==> config.mk <==
export PLATFORM = sky130hd
export DESIGN_NAME = ioredir_top
export DESIGN_NICKNAME = d
export VERILOG_FILES = /design/src/rtl/ioredir_pkg.sv /design/src/rtl/ioredir_rst_sync.sv /design/src/rtl/ioredir_entry.sv /design/src/rtl/ioredir_bus_dec.sv /design/src/rtl/ioredir_top.sv
export SDC_FILE = /design/constraint.sdc
export NUM_CORES = 1
export LEC_CHECK = 0
export BUFFER_PORTS_ARGS = -buffer_cell sky130_fd_sc_hd__buf_4
export CAP_MARGIN = 20
export CORE_AREA = 2 2 275 277
export CTS_CLUSTER_SIZE = 16
export DETAILED_ROUTE_END_ITERATION = 16
export DIE_AREA = 0 0 277 279
export PLACE_DENSITY_LB_ADDON = 0.08
export SLEW_MARGIN = 10
export SYNTH_ARGS = -nofsm -noshare
export SYNTH_HDL_FRONTEND = slang
export SYNTH_HIERARCHICAL = 1
export SYNTH_SLANG_ARGS = --single-unit
==> constraint.sdc <==
create_clock -name clk -period 17.6 [get_ports clk]
set_input_delay 0.88 -clock clk [delete_from_list [all_inputs] [get_ports clk]]
set_output_delay 0.88 -clock clk [all_outputs]
set_load 0.1 [all_outputs]
==> src/rtl/ioredir_pkg.sv <==
package ioredir_pkg;

  typedef struct packed {
    logic [7:0] dest;
    logic       mask;
    logic       trig;
    logic       rirr;
    logic       pol;
    logic       dstat;
    logic       dstmode;
    logic [2:0] dlvmode;
    logic [7:0] vector;
  } redir_t;

  typedef enum logic [2:0] {
    TGT_ID,
    TGT_VER,
    TGT_ARB,
    TGT_LO,
    TGT_HI,
    TGT_NONE
  } tgt_e;

  localparam logic [7:0] SEL_TABLE = 8'h10;

  function automatic redir_t redir_reset();
    redir_t e;
    e      = '0;
    e.mask = 1'b1;
    return e;
  endfunction

  function automatic logic [31:0] redir_lo_word(redir_t e);
    return {15'd0, e.mask, e.trig, e.rirr, e.pol, e.dstat,
            e.dstmode, e.dlvmode, e.vector};
  endfunction

  function automatic logic [31:0] redir_hi_word(redir_t e);
    return {e.dest, 24'd0};
  endfunction

  function automatic redir_t redir_lo_write(redir_t e, logic [31:0] w);
    redir_t n;
    n         = e;
    n.vector  = w[7:0];
    n.dlvmode = w[10:8];
    n.dstmode = w[11];
    n.pol     = w[13];
    n.trig    = w[15];
    n.mask    = w[16];
    return n;
  endfunction

  function automatic redir_t redir_hi_write(redir_t e, logic [31:0] w);
    redir_t n;
    n      = e;
    n.dest = w[31:24];
    return n;
  endfunction

endpackage

==> src/rtl/ioredir_rst_sync.sv <==
module ioredir_rst_sync (
  input  logic clk,
  input  logic rst_n,
  output logic rst_sync_n
);
  logic [1:0] stage_q;

  always_ff @(posedge clk or negedge rst_n) begin
    if (!rst_n) stage_q <= 2'b00;
    else        stage_q <= {stage_q[0], 1'b1};
  end

  assign rst_sync_n = stage_q[1];
endmodule

==> src/rtl/ioredir_entry.sv <==
module ioredir_entry
  import ioredir_pkg::*;
(
  input  logic        clk,
  input  logic        rst_n,
  input  logic        lo_we,
  input  logic        hi_we,
  input  logic [31:0] wdata,
  output redir_t      entry
);
  redir_t entry_q, entry_d;

  always_comb begin
    entry_d = entry_q;
    if (lo_we) entry_d = redir_lo_write(entry_q, wdata);
    if (hi_we) entry_d = redir_hi_write(entry_q, wdata);
  end

  always_ff @(posedge clk or negedge rst_n) begin
    if (!rst_n)              entry_q <= redir_reset();
    else if (lo_we || hi_we) entry_q <= entry_d;
  end

  assign entry = entry_q;
endmodule

==> src/rtl/ioredir_bus_dec.sv <==
module ioredir_bus_dec
  import ioredir_pkg::*;
#(
  parameter logic [31:0] BASE        = 32'hFEC0_0000,
  parameter int          NUM_ENTRIES = 24,
  parameter int          ENT_W       = 5
) (
  input  logic             req,
  input  logic             we,
  input  logic [31:0]      addr,
  input  logic [1:0]       size,
  input  logic [7:0]       sel_q,
  output logic             hit,
  output logic             sel_wr,
  output logic             win_wr,
  output logic             rd_sel,
  output logic             rd_win,
  output tgt_e             tgt,
  output logic [ENT_W-1:0] ent_num,
  output logic             bad
);
  localparam int SEL_END = 32'(SEL_TABLE) + 2 * NUM_ENTRIES;

  logic [7:0] off;
  logic       wr_shape_ok;
  logic       is_sel_off;
  logic       is_win_off;
  logic       rd_cross;
  logic [2:0] last_byte;
  logic [7:0] rel;

  assign off        = addr[7:0];
  assign hit        = req && (addr[31:12] == BASE[31:12]);
  assign is_sel_off = (off[7:2] == 6'h00);
  assign is_win_off = (off[7:2] == 6'h04);

  // target selected by the current selector value
  always_comb begin
    rel     = sel_q - SEL_TABLE;
    ent_num = rel[ENT_W:1];
    if (sel_q == 8'h00)                                  tgt = TGT_ID;
    else if (sel_q == 8'h01)                             tgt = TGT_VER;
    else if (sel_q == 8'h02)                             tgt = TGT_ARB;
    else if (sel_q >= SEL_TABLE && 32'(sel_q) < SEL_END) tgt = sel_q[0] ? TGT_HI : TGT_LO;
    else                                                 tgt = TGT_NONE;
  end

  always_comb begin
    wr_shape_ok = (size == 2'd2) && (addr[3:0] == 4'h0);
    last_byte   = {1'b0, addr[1:0]} + ((3'd1 << size) - 3'd1);
    rd_cross    = (size == 2'd3) || (last_byte > 3'd3);

    sel_wr = 1'b0;
    win_wr = 1'b0;
    rd_sel = 1'b0;
    rd_win = 1'b0;
    bad    = 1'b0;
    if (hit) begin
      if (we) begin
        if (!wr_shape_ok || !(is_sel_off || is_win_off)) bad = 1'b1;
        else if (is_sel_off)                             sel_wr = 1'b1;
        else if (tgt == TGT_NONE)                        bad = 1'b1;
        else                                             win_wr = 1'b1;
      end else begin
        if (rd_cross || !(is_sel_off || is_win_off)) bad = 1'b1;
        else if (is_sel_off)                         rd_sel = 1'b1;
        else if (tgt == TGT_NONE)                    bad = 1'b1;
        else                                         rd_win = 1'b1;
      end
    end
  end
endmodule

==> src/rtl/ioredir_top.sv <==
module ioredir_top
  import ioredir_pkg::*;
#(
  parameter logic [31:0] BASE        = 32'hFEC0_0000,
  parameter int          NUM_ENTRIES = 24,
  parameter int          ID_W        = 4,
  parameter logic [7:0]  VERSION     = 8'h11
) (
  input  logic                     clk,
  input  logic                     rst_n,
  input  logic                     req,
  input  logic                     we,
  input  logic [31:0]              addr,
  input  logic [1:0]               size,
  input  logic [31:0]              wdata,
  output logic                     rsp_valid,
  output logic [31:0]              rdata,
  output logic                     err,
  output logic                     svc_pulse,
  output logic [NUM_ENTRIES*8-1:0] ent_vector,
  output logic [NUM_ENTRIES*3-1:0] ent_dlvmode,
  output logic [NUM_ENTRIES-1:0]   ent_dstmode,
  output logic [NUM_ENTRIES-1:0]   ent_dlvstat,
  output logic [NUM_ENTRIES-1:0]   ent_polarity,
  output logic [NUM_ENTRIES-1:0]   ent_rirr,
  output logic [NUM_ENTRIES-1:0]   ent_trigger,
  output logic [NUM_ENTRIES-1:0]   ent_mask,
  output logic [NUM_ENTRIES*8-1:0] ent_dest
);
  localparam int         ENT_W   = $clog2(NUM_ENTRIES);
  localparam logic [7:0] MAX_IDX = 8'(NUM_ENTRIES - 1);

  logic             rst_sync_n;
  logic             hit, sel_wr, win_wr, rd_sel, rd_win, bad;
  tgt_e             tgt;
  logic [ENT_W-1:0] ent_num;

  logic [7:0]       sel_q, sel_d;
  logic [ID_W-1:0]  id_q, id_d;
  logic             rsp_valid_q, rsp_valid_d;
  logic [31:0]      rdata_q, rdata_d;
  logic             err_q, err_d;
  logic             svc_q, svc_d;

  redir_t           entries [NUM_ENTRIES];
  logic [31:0]      word;
  logic [31:0]      shifted;
  logic [7:0]       id8;

  ioredir_rst_sync u_rst (
    .clk        (clk),
    .rst_n      (rst_n),
    .rst_sync_n (rst_sync_n)
  );

  ioredir_bus_dec #(
    .BASE        (BASE),
    .NUM_ENTRIES (NUM_ENTRIES),
    .ENT_W       (ENT_W)
  ) u_dec (
    .req     (req),
    .we      (we),
    .addr    (addr),
    .size    (size),
    .sel_q   (sel_q),
    .hit     (hit),
    .sel_wr  (sel_wr),
    .win_wr  (win_wr),
    .rd_sel  (rd_sel),
    .rd_win  (rd_win),
    .tgt     (tgt),
    .ent_num (ent_num),
    .bad     (bad)
  );

  for (genvar g = 0; g < NUM_ENTRIES; g++) begin : g_ent
    logic lo_we, hi_we;
    assign lo_we = win_wr && (tgt == TGT_LO) && (ent_num == ENT_W'(g));
    assign hi_we = win_wr && (tgt == TGT_HI) && (ent_num == ENT_W'(g));

    ioredir_entry u_entry (
      .clk   (clk),
      .rst_n (rst_sync_n),
      .lo_we (lo_we),
      .hi_we (hi_we),
      .wdata (wdata),
      .entry (entries[g])
    );

    assign ent_vector[g*8 +: 8]  = entries[g].vector;
    assign ent_dlvmode[g*3 +: 3] = entries[g].dlvmode;
    assign ent_dstmode[g]        = entries[g].dstmode;
    assign ent_dlvstat[g]        = entries[g].dstat;
    assign ent_polarity[g]       = entries[g].pol;
    assign ent_rirr[g]           = entries[g].rirr;
    assign ent_trigger[g]        = entries[g].trig;
    assign ent_mask[g]           = entries[g].mask;
    assign ent_dest[g*8 +: 8]    = entries[g].dest;
  end

  assign id8 = 8'(id_q);

  // window read value for the selected target
  always_comb begin
    case (tgt)
      TGT_ID:  word = {id8, 24'd0};
      TGT_VER: word = {8'd0, MAX_IDX, 8'd0, VERSION};
      TGT_ARB: word = {4'd0, id8[3:0], 24'd0};
      TGT_LO:  word = redir_lo_word(entries[ent_num]);
      TGT_HI:  word = redir_hi_word(entries[ent_num]);
      default: word = 32'd0;
    endcase
    if (rd_sel) word = {24'd0, sel_q};
  end

  // next state
  always_comb begin
    sel_d       = sel_q;
    id_d        = id_q;
    rsp_valid_d = hit;
    err_d       = bad;
    svc_d       = win_wr && (tgt == TGT_LO || tgt == TGT_HI);
    rdata_d     = 32'd0;
    shifted     = word >> {addr[1:0], 3'b000};

    if (sel_wr)                     sel_d = wdata[7:0];
    if (win_wr && (tgt == TGT_ID))  id_d  = wdata[24 +: ID_W];
    if (rd_sel || rd_win) begin
      case (size)
        2'd0:    rdata_d = {24'd0, shifted[7:0]};
        2'd1:    rdata_d = {16'd0, shifted[15:0]};
        default: rdata_d = shifted;
      endcase
    end
  end

  // state registers
  always_ff @(posedge clk or negedge rst_sync_n) begin
    if (!rst_sync_n) begin
      sel_q       <= 8'd0;
      id_q        <= '0;
      rsp_valid_q <= 1'b0;
      rdata_q     <= 32'd0;
      err_q       <= 1'b0;
      svc_q       <= 1'b0;
    end else begin
      if (sel_wr) sel_q <= sel_d;
      if (win_wr) id_q  <= id_d;
      rsp_valid_q <= rsp_valid_d;
      rdata_q     <= rdata_d;
      err_q       <= err_d;
      svc_q       <= svc_d;
    end
  end

  assign rsp_valid = rsp_valid_q;
  assign rdata     = rdata_q;
  assign err       = err_q;
  assign svc_pulse = svc_q;
endmodule

==> results_dict.tcl, run 1 <==
set metrics [dict create \
    run_status "finished clean" \
    synth_async_reset_ratio_pct 100 \
    cts.reportedPaths.clkPinSlew_ns 0.06 \
    vias_in_the_first_global_route 21600 \
    fmaxAchievable_mhz 194 \
    slowest_stage "nor2b_4" \
    crit_top_cell "buf_4" \
    num_vias 20800 \
    nets 2710 \
    grt_start_max_net_pins 163 \
    grt.overflow.total 0 \
    synth_cell_type_count 80 \
    fp.coreArea_mm2 0.0741 \
    timing.setup.tns_ns 0 \
    timing_worst_setup_path_type "register to register" \
    clk_latency_ns 0.62 \
    slowest_delay_ns 0.90 \
    cp_endpoint_kind "register" \
    worst-path-max-fanout 35 \
    gp_routability_congestion 0.854 \
    peakVddDrop_v 0.0000524 \
    wire_length_of_the_first_global_routing_pass_um 168000 \
    fin_crit_sh_pct 29.3 \
    met2WireLength_um 59000 \
    drc_errors 0 \
    cts_max_path_buffers 3 \
    detail_route.first_pass.iterations 5 \
    regToRegStartpoint "sel_q[1]" \
    drtIter0Drc 1465 \
    ys_seq_elements 601 \
    ant_nets 0 \
    synth_edf_count 0 \
    grt.total_usage_pct 30.3 \
    grt_antenna_before_repair 1 \
    routed-wl-met3_um 7980 \
    cts-resized-gates 0 \
    critPathArrivalTime_ns 5.64 \
    final_routed_wirelength_across_all_metal_layers_um 119000 \
    cts_buffers 71 \
    timing.final.crit_period_ns 5.15 \
    timing.final.hold_violations 0 \
    ctsHtreeMaxLevel 3 \
    io_pins 705 \
    required_time_at_the_worst_slack_endpoint_ns 18.10 \
    gate_count_of_the_mapped_netlist 2046 \
    slew_headroom_pct 21.1 \
    reg2reg_depth 12 \
    avgRoutedWirePerCell_um 32.6 \
    worstSetupStartpointType "register" \
    port_buffers 643 \
    setup_repair_after_global_routing_missed_its_margin "false" \
    area_of_the_mapped_netlist_mm2 0.0309 \
    numClockSinks 601 \
    dpl.hpwl_um 84500 \
    die-height_um 279 \
    tritoncts_clock_tree "done" \
    post-cts-setup-buffer-count 0 \
    rr_endpoint "g_ent[0].u_entry/entry[10]" \
    classification_of_the_worst_slack_hold_path "input port to async pin" \
    placementRows 100 \
    worst-r2r-setup-slack_ns 12.45 \
    cts_root_cell "clkbuf_16" \
    wl_met1_um 49200 \
    floorplan.initialDensity_pct 41.7 \
    path_cells "buf_4, buf_4, nand2_1, a2111oi_1, buf_4, nor2_1, and3_1, nand2_1, nor2_1, buf_4, nor2b_4, mux2_2" \
    sequential_cell_area_fraction_in_the_yosys_report_pct 48.8 \
    leakage_nw 18.3 \
    holdWs_ns 0.0371 \
    setup-violations-final 0 \
    top_layer "met4" \
    max_cap_violations 0 \
    ys.warnings.count 6 \
    cts_hold_buffers 0 \
    viasPerCell 5.67 \
    synth_ff_type "dfrtp_1" \
    chipWidth_um 277 \
    dieArea_mm2 0.0773 \
    area.growth.synth_to_final_pct 22.7 \
    layout-drive-gt1-share_pct 57.2 \
    worst_pin_slew_ns 1.18 \
    fin_skew_ns 0.0142 \
    syn-mean-instance-area_um2 15.1 \
    timing.final.max_slew_violations 0 \
    pwr_density_cell_mw_per_mm2 80.4 \
]
[how the worst max path moves through the flow]
stage                startpoint                    endpoint  slack, ns
2_1_floorplan  u_rst/stage_q[1]                         err       7.85
3_3_place_gp           sel_q[1]  g_ent[3].u_entry/entry[10]      12.43
3_5_place_dp           sel_q[1]  g_ent[2].u_entry/entry[10]      12.42
4_1_cts                sel_q[1]  g_ent[0].u_entry/entry[10]      12.40
5_1_grt                sel_q[1]  g_ent[0].u_entry/entry[10]      12.23
6_report               sel_q[1]  g_ent[0].u_entry/entry[10]      12.45
[final cells by class]
class | instances | area, µm²
multi-input combinational | 1259 | 13900
sequential | 601 | 15100
fill | 6496 | 36200
clock inverter | 21 | 333
timing repair buffer | 693 | 5220
tap | 969 | 1210
clock buffer | 109 | 2100
inverter | 12 | 45.0
antenna | 1 | 2.50
[flip-flops by register name (all words and copies together) (netlist names)]
| register | count |
|---|---|
| sel_q | 8 |
| rdata | 32 |
| id_q | 4 |
| rsp_valid | 1 |
| g_ent.u_entry/entry | 552 |
| err | 1 |
| u_rst/stage_q | 2 |
| svc_pulse | 1 |
[Yosys cell counts (4+ instances only)]
library cell | number | area, µm²
buf_4 | 61 | 458
nor2_1 | 94 | 353
inv_1 | 10 | 37.5
nand2b_1 | 13 | 81.3
a22o_1 | 8 | 70.1
buf_6 | 69 | 777
and2_1 | 6 | 37.5
nand4_1 | 5 | 31.3
o221ai_1 | 9 | 78.8
o211ai_1 | 4 | 30.0
clkbuf_1 | 19 | 71.3
buf_12 | 28 | 561
o22ai_1 | 16 | 100
a211o_1 | 6 | 52.6
or3_1 | 4 | 25.0
o2bb2ai_1 | 6 | 52.6
buf_2 | 14 | 70.1
nand2_1 | 53 | 199
mux2i_1 | 99 | 991
buf_1 | 5 | 18.8
a21oi_1 | 21 | 105
a22oi_1 | 13 | 97.6
mux4_2 | 88 | 1980
dfrtp_1 | 577 | 14400
mux2_2 | 334 | 3760
conb_1 | 25 | 93.8
nor2b_4 | 24 | 330
dfstp_2 | 24 | 631
o21ai_0 | 18 | 90.1
a211oi_1 | 8 | 60.1
mux4_1 | 25 | 657
mux2_4 | 240 | 3600
nor3_1 | 8 | 40.0
nor2b_1 | 12 | 75.1
a311oi_1 | 4 | 35.0
nand3_1 | 20 | 100
[cells in the final DEF (no fill, tap or decap), types with 10 or more instances in the layout]
| master | Yosys | layout |
|---|---|---|
| nand2_1 | 53 | 53 |
| a22oi_1 | 13 | 13 |
| nand3_1 | 20 | 20 |
| a21oi_1 | 21 | 21 |
| clkbuf_1 | 19 | 20 |
| buf_4 | 61 | 692 |
| clkbuf_16 | 0 | 71 |
| dfstp_2 | 24 | 24 |
| o21ai_0 | 18 | 18 |
| nand2b_1 | 13 | 13 |
| mux2i_1 | 99 | 99 |
| nor2_1 | 94 | 92 |
| nor2b_1 | 12 | 10 |
| dfrtp_1 | 577 | 573 |
| conb_1 | 25 | 49 |
| o22ai_1 | 16 | 16 |
| mux2_2 | 334 | 334 |
| mux4_1 | 25 | 25 |
| mux2_4 | 240 | 240 |
| nor2b_4 | 24 | 24 |
| mux4_2 | 88 | 88 |
| clkbuf_8 | 0 | 18 |
[worst max-delay path, delay by kind of cell (launching register included)]
kind	cells	cell delay [ns]
compound gates	1	0.42
buf+inv	4	1.61
flops	1	0.77
mux	1	0.42
simple gates	6	1.70
[per-stage QoR]
stage / area (µm²) / power (mW) / cells / setup WS, ns / util, %
after floorplan: 31000 / 1.49 / 2070 / 7.85 / -
after global placement: 35400 / 1.52 / 3534 / 12.43 / 47.9
after detailed placement: 35400 / 1.53 / 3534 / 12.42 / 47.9
after CTS: 37900 / 3.07 / 3664 / 12.40 / 51.1
after global routing: 37900 / 3.14 / 3665 / 12.23 / 51.1
final: 37900 / 3.05 / 3665 / 12.45 / 51.1
[cells by family after synthesis]
logic type | count (synthesis) | share of synthesized area [%]
muxes | 786 | 35.6
DFF | 601 | 48.8
and+or+nand+nor | 267 | 4.90
buffers and inverters | 210 | 6.58
AOI/OAI and AO/OA | 155 | 3.75
other | 25 | 0.304
adders and majority gates | 2 | 0.0810
[per-layer routing]
layer | track usage, % | up-vias
li1 | - | 8656
met1 | 39.3 | 11300
met2 | 50.8 | 726
met3 | 7.17 | 157
met4 | 8.67 | 0
met5 | 0 | -
[power breakdown]
group	internal (mW)	total, mW	switching (mW)
Sequential	1.38	1.39	0.00312
Clock	0.930	1.54	0.613
Combinational	0.0154	0.117	0.102
Total	2.33	3.05	0.718
Note: power is estimated with default switching activity, not from simulation.
==> run 2, diff against run 1 <==
ABC_AREA = 1   (was not set)
CORE_AREA = 2 2 271 273   (was 2 2 275 277)
DIE_AREA = 0 0 273 275   (was 0 0 277 279)
clock period = 4.35 ns   (was 17.6 ns; I/O delays follow)
==> run 2 against run 1 <==
Against the previous run: critical path depth rose by 2; worst setup slack got worse by 12 ns; sequential power rose to 4.0 times the previous value; largest cell class is now multi-input gates.
==> results_dict.tcl, run 2 <==
set metrics [dict create \
    min_delay_worst_endpoint "g_ent[9].u_entry/entry[18]" \
    synth_top_cells_by_area "dfrtp_1, nand2_1, nand2_2" \
    grt.overflow.total 0 \
    syn-mean-instance-area_um2 7.99 \
    sequential_cell_area_fraction_in_the_yosys_report_pct 44.7 \
    slowest_delay_ns 0.81 \
    fin_crit_sh_pct 85.6 \
    run_status "finished clean" \
    dieArea_mm2 0.0751 \
    worst-r2r-setup-slack_ns 0.63 \
    synth_cell_type_count 43 \
    peakVddDrop_v 0.000319 \
    io_pins 705 \
    synth_top_area_share_pct 42.9 \
    cts_buffers 71 \
    cts_max_path_buffers 3 \
    area_of_the_mapped_netlist_mm2 0.0337 \
    grt_antenna_before_repair 1 \
    detail_route.first_pass.iterations 6 \
    postLayoutCoreUtil_pct 55.5 \
    crit_top_cell "nand2_1" \
    timing.final.crit_period_ns 3.72 \
    gp_routability_congestion 0.923 \
    synth_edf_count 0 \
    timing_worst_setup_path_type "register to register" \
    fin_skew_ns 0.0189 \
    slowest_stage "nor2_1" \
    cp_endpoint_kind "register" \
    num_vias 31800 \
    nets 4830 \
    reg2reg_depth 14 \
    clock_share_of_power_pct 49.3 \
    rr_endpoint "g_ent[11].u_entry/entry[13]" \
    chipWidth_um 273 \
    avgRoutedWirePerCell_um 25.6 \
    fp.coreArea_mm2 0.0723 \
    path_buf_inv 3 \
    dpl.hpwl_um 103000 \
    worst_pin_slew_ns 0.978 \
    timing.final.hold_violations 0 \
    path_cells "inv_1, ha_1, nand2_1, a21oi_2, a21oi_1, nor2_1, inv_1, nor2_1, nand2_1, nor2_1, inv_8, nand2_8, nand2_1, nand2_1" \
    sw_frac_of_total_pct 24.7 \
    setup-violations-final 0 \
    numClockSinks 601 \
    area.growth.synth_to_final_pct 19.2 \
    final_cell_mix "nand2_1, buf_4, dfrtp_1" \
    critical_path.top_delay_family "simple AND/OR/NAND/NOR gates" \
    slew_headroom_pct 34.5 \
    ys.warnings.count 6 \
    wire_length_of_the_first_global_routing_pass_um 210000 \
    drc_errors 0 \
    grt.total_usage_pct 38.4 \
    classification_of_the_worst_slack_hold_path "input port to register" \
    required_time_at_the_worst_slack_endpoint_ns 4.90 \
    most_frequent_cell_after_synthesis "nand2_1" \
    pwr_density_cell_mw_per_mm2 303 \
    p_seq_share_pct 46.1 \
    leading_cell_type_in_the_layout_fill_and_taps_excluded "nand2_1" \
    p_switching_mw 3.01 \
    synth_async_reset_ratio_pct 100 \
    worstSetupStartpointType "register" \
    critPathArrivalTime_ns 4.27 \
    die-height_um 275 \
    ant_nets 0 \
    max_cap_violations 0 \
    gate_count_of_the_mapped_netlist 4215 \
    worst-path-max-fanout 24 \
    viasPerCell 5.52 \
    largest_register_ffs 552 \
    regToRegStartpoint "sel_q[4]" \
    synth_ff_type "dfrtp_1" \
    leakage_nw 22.0 \
    ctsHtreeMaxLevel 3 \
    cell_internal_pwr_mw 9.15 \
    cts_root_cell "clkbuf_16" \
    cts.reportedPaths.clkPinSlew_ns 0.06 \
    post_synth_most_frequent_cells "nand2_1, dfrtp_1, nand2_2, nand3_1, nor2_1" \
    fmaxAchievable_mhz 269 \
    grt_start_max_net_pins 101 \
    share_comb_of_total_power_pct 4.6 \
    placementRows 99 \
    timing.final.max_slew_violations 0 \
    floorplan.initialDensity_pct 46.6 \
    hold-path-cell-count 3 \
    fin_total_pwr_mw 12.2 \
    setup_repair_after_global_routing_missed_its_margin "false" \
    cts-resized-gates 0 \
    final_routed_wirelength_across_all_metal_layers_um 148000 \
    port_buffers 643 \
    ys_seq_elements 601 \
    vias_in_the_first_global_route 29400 \
    clk_latency_ns 0.62 \
    min-delay-start "wdata[25]" \
    synthDominantAreaCellType "dfrtp_1" \
    layout-drive-gt1-share_pct 30.1 \
    drtIter0Drc 3568 \
    tritoncts_clock_tree "done" \
]
==> run 2: cell count changes after synthesis, moves of 48 or more <==
cell | before | now
mux2_4 | 240 | 0
clkbuf_8 | 0 | 48
nand3_1 | 20 | 457
nand2_1 | 53 | 1857
mux4_2 | 88 | 0
nand2_2 | 0 | 460
mux2i_1 | 99 | 0
inv_1 | 10 | 60
a22oi_1 | 13 | 66
mux2_2 | 334 | 11
==> run 2: cell type report <==
| cell class | instances | area [µm²] |
|---|---|---|
| Fill cell | 6998 | 32200 |
| Multi-Input combinational cell | 3226 | 15200 |
| Sequential cell | 601 | 15100 |
| Timing Repair Buffer | 753 | 5880 |
| Clock buffer | 111 | 2100 |
| Tap cell | 959 | 1200 |
| Inverter | 104 | 576 |
| Clock inverter | 16 | 170 |
| Antenna cell | 1 | 2.50 |
==> run 2: worst max path at each step <==
| stage | cells after the start | slack (ns) | startpoint | to |
|---|---|---|---|---|
| 2_1_floorplan | 0 | -1.47 | u_rst/stage_q[1] | err |
| 3_3_place_gp | 14 | 0.80 | sel_q[4] | g_ent[10].u_entry/entry[7] |
| 3_5_place_dp | 14 | 0.71 | sel_q[4] | g_ent[11].u_entry/entry[13] |
| 4_1_cts | 14 | 0.67 | sel_q[4] | g_ent[10].u_entry/entry[10] |
| 5_1_grt | 14 | 0.34 | sel_q[4] | g_ent[8].u_entry/entry[7] |
| 6_report | 14 | 0.63 | sel_q[4] | g_ent[11].u_entry/entry[13] |
==> run 2: cell families (layout without fill, tap and decap cells) <==
logic type | count (synthesis) | after routing | synth area share [%]
buffers and inverters | 412 | 984 | 10.6
adder cells (fa/ha/maj) | 3 | 3 | 0.111
multiplexers | 11 | 11 | 0.368
other | 25 | 50 | 0.278
AO/OA/AOI/OAI | 143 | 143 | 2.72
flip-flops | 601 | 601 | 44.7
AND/OR/NAND/NOR | 3020 | 3020 | 41.2
==> run 2: timing repair <==
action	CTS	global route
setup buffers	0	0
hold endpoints to repair	83	0
hold buffers	10	0
==> run 2: worst reg2reg max path, cell delays in order (launching register included) <==
cell and delay [ns]:
dfrtp_1 0.40, inv_1 0.22, ha_1 0.27, nand2_1 0.10
a21oi_2 0.20, a21oi_1 0.10, nor2_1 0.16, inv_1 0.09
nor2_1 0.44, nand2_1 0.28, nor2_1 0.81, inv_8 0.22
nand2_8 0.24, nand2_1 0.09, nand2_1 0.06
==> run 2: power groups by stage <==
stage / combinational (mW) / sequential [mW] / clock (mW)
finish: 0.556 / 5.60 / 6.00
floorplan: 0.255 / 5.77 / 0
global placement: 0.538 / 5.71 / 0
detailed placement: 0.537 / 5.71 / 0
global route: 0.583 / 5.60 / 6.28
CTS: 0.545 / 5.60 / 6.04
==> run 2: per-layer routing <==
metal	track usage (%)	share of wire (%)
met2	58.9	45
met5	0	0
met4	16.1	4.7
met1	52.2	40
met3	9.22	10
==> run 2: through the flow <==
step	instance area [µm²]	TNS (ns)	setup WS (ns)	hold WS, ns	cells
6_report	40200	0	0.626	0.0176	5771
5_1_grt	40200	0	0.336	0.0100	5771
4_1_cts	40200	0	0.669	0.0000705	5770
3_5_place_dp	37800	0	0.710	0.00154	5633
3_3_place_gp	37800	0	0.805	0.000694	5633
2_1_floorplan	33800	-842.49	-1.47	-0.0781	4239
==> run 3, diff against run 2 <==
CELL_PAD_IN_SITES_DETAIL_PLACEMENT = 1   (was not set)
CELL_PAD_IN_SITES_GLOBAL_PLACEMENT = 1   (was not set)
CORE_AREA = 2 2 305 307   (was 2 2 271 273)
DIE_AREA = 0 0 307 309   (was 0 0 273 275)
==> run 3 against run 2 <==
Against the previous run: combinational power is 3% higher; sequential share of layout area is 0.46 points lower; register-to-register slack better by 0.15 ns; utilization is 11 points lower; maximum frequency is 4.2% higher; hold slack better by 0.0026 ns; clock power is 7.2% higher; via count is 0.24% lower; first-iteration DRC count is 27% lower; global-route usage is 4.5 points lower; critical path type unchanged.
==> results_dict.tcl, run 3 (synthesis gave the netlist of run 2 again) <==
set metrics [dict create \
    run_status "finished clean" \
    fp.coreArea_mm2 0.0914 \
    ant_nets 0 \
    tritoncts_clock_tree "done" \
    grt_start_max_net_pins 128 \
    postLayoutCoreUtil_pct 44.5 \
    area.growth.synth_to_final_pct 20.7 \
    clk_latency_ns 0.62 \
    cts_max_path_buffers 3 \
    fin_crit_sh_pct 82.1 \
    placed_cells_incl_taps 5861 \
    classification_of_the_worst_slack_hold_path "input port to register" \
    final_cell_mix "nand2_1, buf_4, dfrtp_1" \
    cts.reportedPaths.clkPinSlew_ns 0.06 \
    vias_in_the_first_global_route 32200 \
    finalWorstSetupSlack_ns 0.777 \
    final_routed_wirelength_across_all_metal_layers_um 164000 \
    cp_endpoint_kind "register" \
    drc_errors 0 \
    worst-r2r-setup-slack_ns 0.78 \
    avgRoutedWirePerCell_um 27.2 \
    slew_headroom_pct 40.7 \
    worst-path-max-fanout 24 \
    timing.setup.tns_ns 0 \
    leading_cell_type_in_the_layout_fill_and_taps_excluded "nand2_1" \
    required_time_at_the_worst_slack_endpoint_ns 4.90 \
    grt.total_usage_pct 33.9 \
    drtIter0Drc 2605 \
    share_comb_of_total_power_pct 4.5 \
    p_seq_share_pct 44.4 \
    final_cells 6008 \
    fmaxAchievable_mhz 280 \
    timing_worst_setup_path_type "register to register" \
    gp_routability_congestion 0.863 \
    max_cap_violations 0 \
    wire_length_of_the_first_global_routing_pass_um 234000 \
    critPathArrivalTime_ns 4.12 \
    fin_skew_ns 0.0312 \
    die-height_um 309 \
    detail_route.first_pass.iterations 5 \
    port_buffers 643 \
    num_vias 31800 \
    nets 4835 \
    timing.final.hold_violations 0 \
    clock_share_of_power_pct 51.0 \
    dieArea_mm2 0.0949 \
    sw_frac_of_total_pct 24.9 \
    leakage_nw 22.1 \
    cts-resized-gates 0 \
    dpl_worst_slack_ns 0.869 \
    p_switching_mw 3.14 \
    ctsHtreeMaxLevel 3 \
    floorplan.initialDensity_pct 36.9 \
    holdWs_ns 0.0203 \
    dpl.hpwl_um 117000 \
    cts_buffers 74 \
    chipWidth_um 307 \
    viasPerCell 5.29 \
    timing.final.max_slew_violations 0 \
    grt.overflow.total 0 \
    io_pins 705 \
    cell_internal_pwr_mw 9.47 \
    timing.final.crit_period_ns 3.57 \
    worstSetupStartpointType "register" \
    largest_register_ffs 552 \
    pwr_density_cell_mw_per_mm2 310 \
    setup_repair_after_global_routing_missed_its_margin "false" \
    grt_antenna_before_repair 0 \
    worst_pin_slew_ns 0.890 \
    placementRows 111 \
    setup-violations-final 0 \
    layout-drive-gt1-share_pct 30.2 \
    peakVddDrop_v 0.000256 \
    numClockSinks 601 \
    cts_root_cell "clkbuf_16" \
]
run 3: worst paths after layout:
| path | from | depth (start not counted) | end |
|---|---|---|---|
| worst max-delay path | sel_q[4] | 15 | g_ent[8].u_entry/entry[11] |
| worst min-delay path | addr[18] | 6 | rsp_valid |
| worst max register to register | sel_q[4] | 15 | g_ent[8].u_entry/entry[11] |
| worst min register to register | u_rst/stage_q[0] | 0 | u_rst/stage_q[1] |
| max in group asynchronous | u_rst/stage_q[1] | 1 | g_ent[3].u_entry/entry[2] |
| min in group asynchronous | u_rst/stage_q[1] | 0 | g_ent[21].u_entry/entry[19] |
run 3: final cells by class:
class / count / area [µm²]
Clock buffer: 120 / 2280
Multi-Input combinational cell: 3226 / 15200
Sequential cell: 601 / 15100
Timing Repair Buffer: 755 / 5900
Clock inverter: 15 / 186
Tap cell: 1186 / 1480
Fill cell: 11100 / 50700
Inverter: 104 / 576
Antenna cell: 1 / 2.50
run 3: what timing repair did:
action | CTS | global route
buffers inserted | 0 | 0
hold endpoints to repair | 31 | 0
hold buffers | 11 | 0
run 3: layer usage:
layer / global-route usage [%] / up-vias / routed length, µm
li1: - / 14300 / -
met1: 44.8 / 16100 / 68900
met2: 55.1 / 1108 / 77000
met3: 6.86 / 249 / 11300
met4: 12.3 / 0 / 6370
met5: 0 / - / 0
run 3: stage by stage:
| stage | power (mW) | instance area [µm²] |
|---|---|---|
| 3_3_place_gp | 6.26 | 38100 |
| 5_1_grt | 12.9 | 40700 |
| 3_5_place_dp | 6.26 | 38100 |
| 6_report | 12.6 | 40700 |
| 4_1_cts | 12.7 | 40700 |
| 2_1_floorplan | 6.03 | 33800 |
run 3: critical path, cell delays in order, from the launching register on:
cell	delay [ns]
dfrtp_1	0.41
inv_1	0.23
ha_1	0.26
nand2_1	0.10
a21oi_2	0.19
nor2_4	0.11
nand2_2	0.08
nand3_2	0.07
nor2_1	0.29
nand2_1	0.46
buf_4	0.33
nor2_1	0.39
inv_8	0.19
nand2_8	0.21
nand2_1	0.07
nand2_1	0.08
run 3: power by group through the flow:
stage	registers [mW]	clock network, mW	logic (mW)
6_report	5.60	6.43	0.573
3_3_place_gp	5.70	0	0.554
3_5_place_dp	5.70	0	0.556
5_1_grt	5.60	6.71	0.601
2_1_floorplan	5.77	0	0.255
4_1_cts	5.60	6.52	0.562
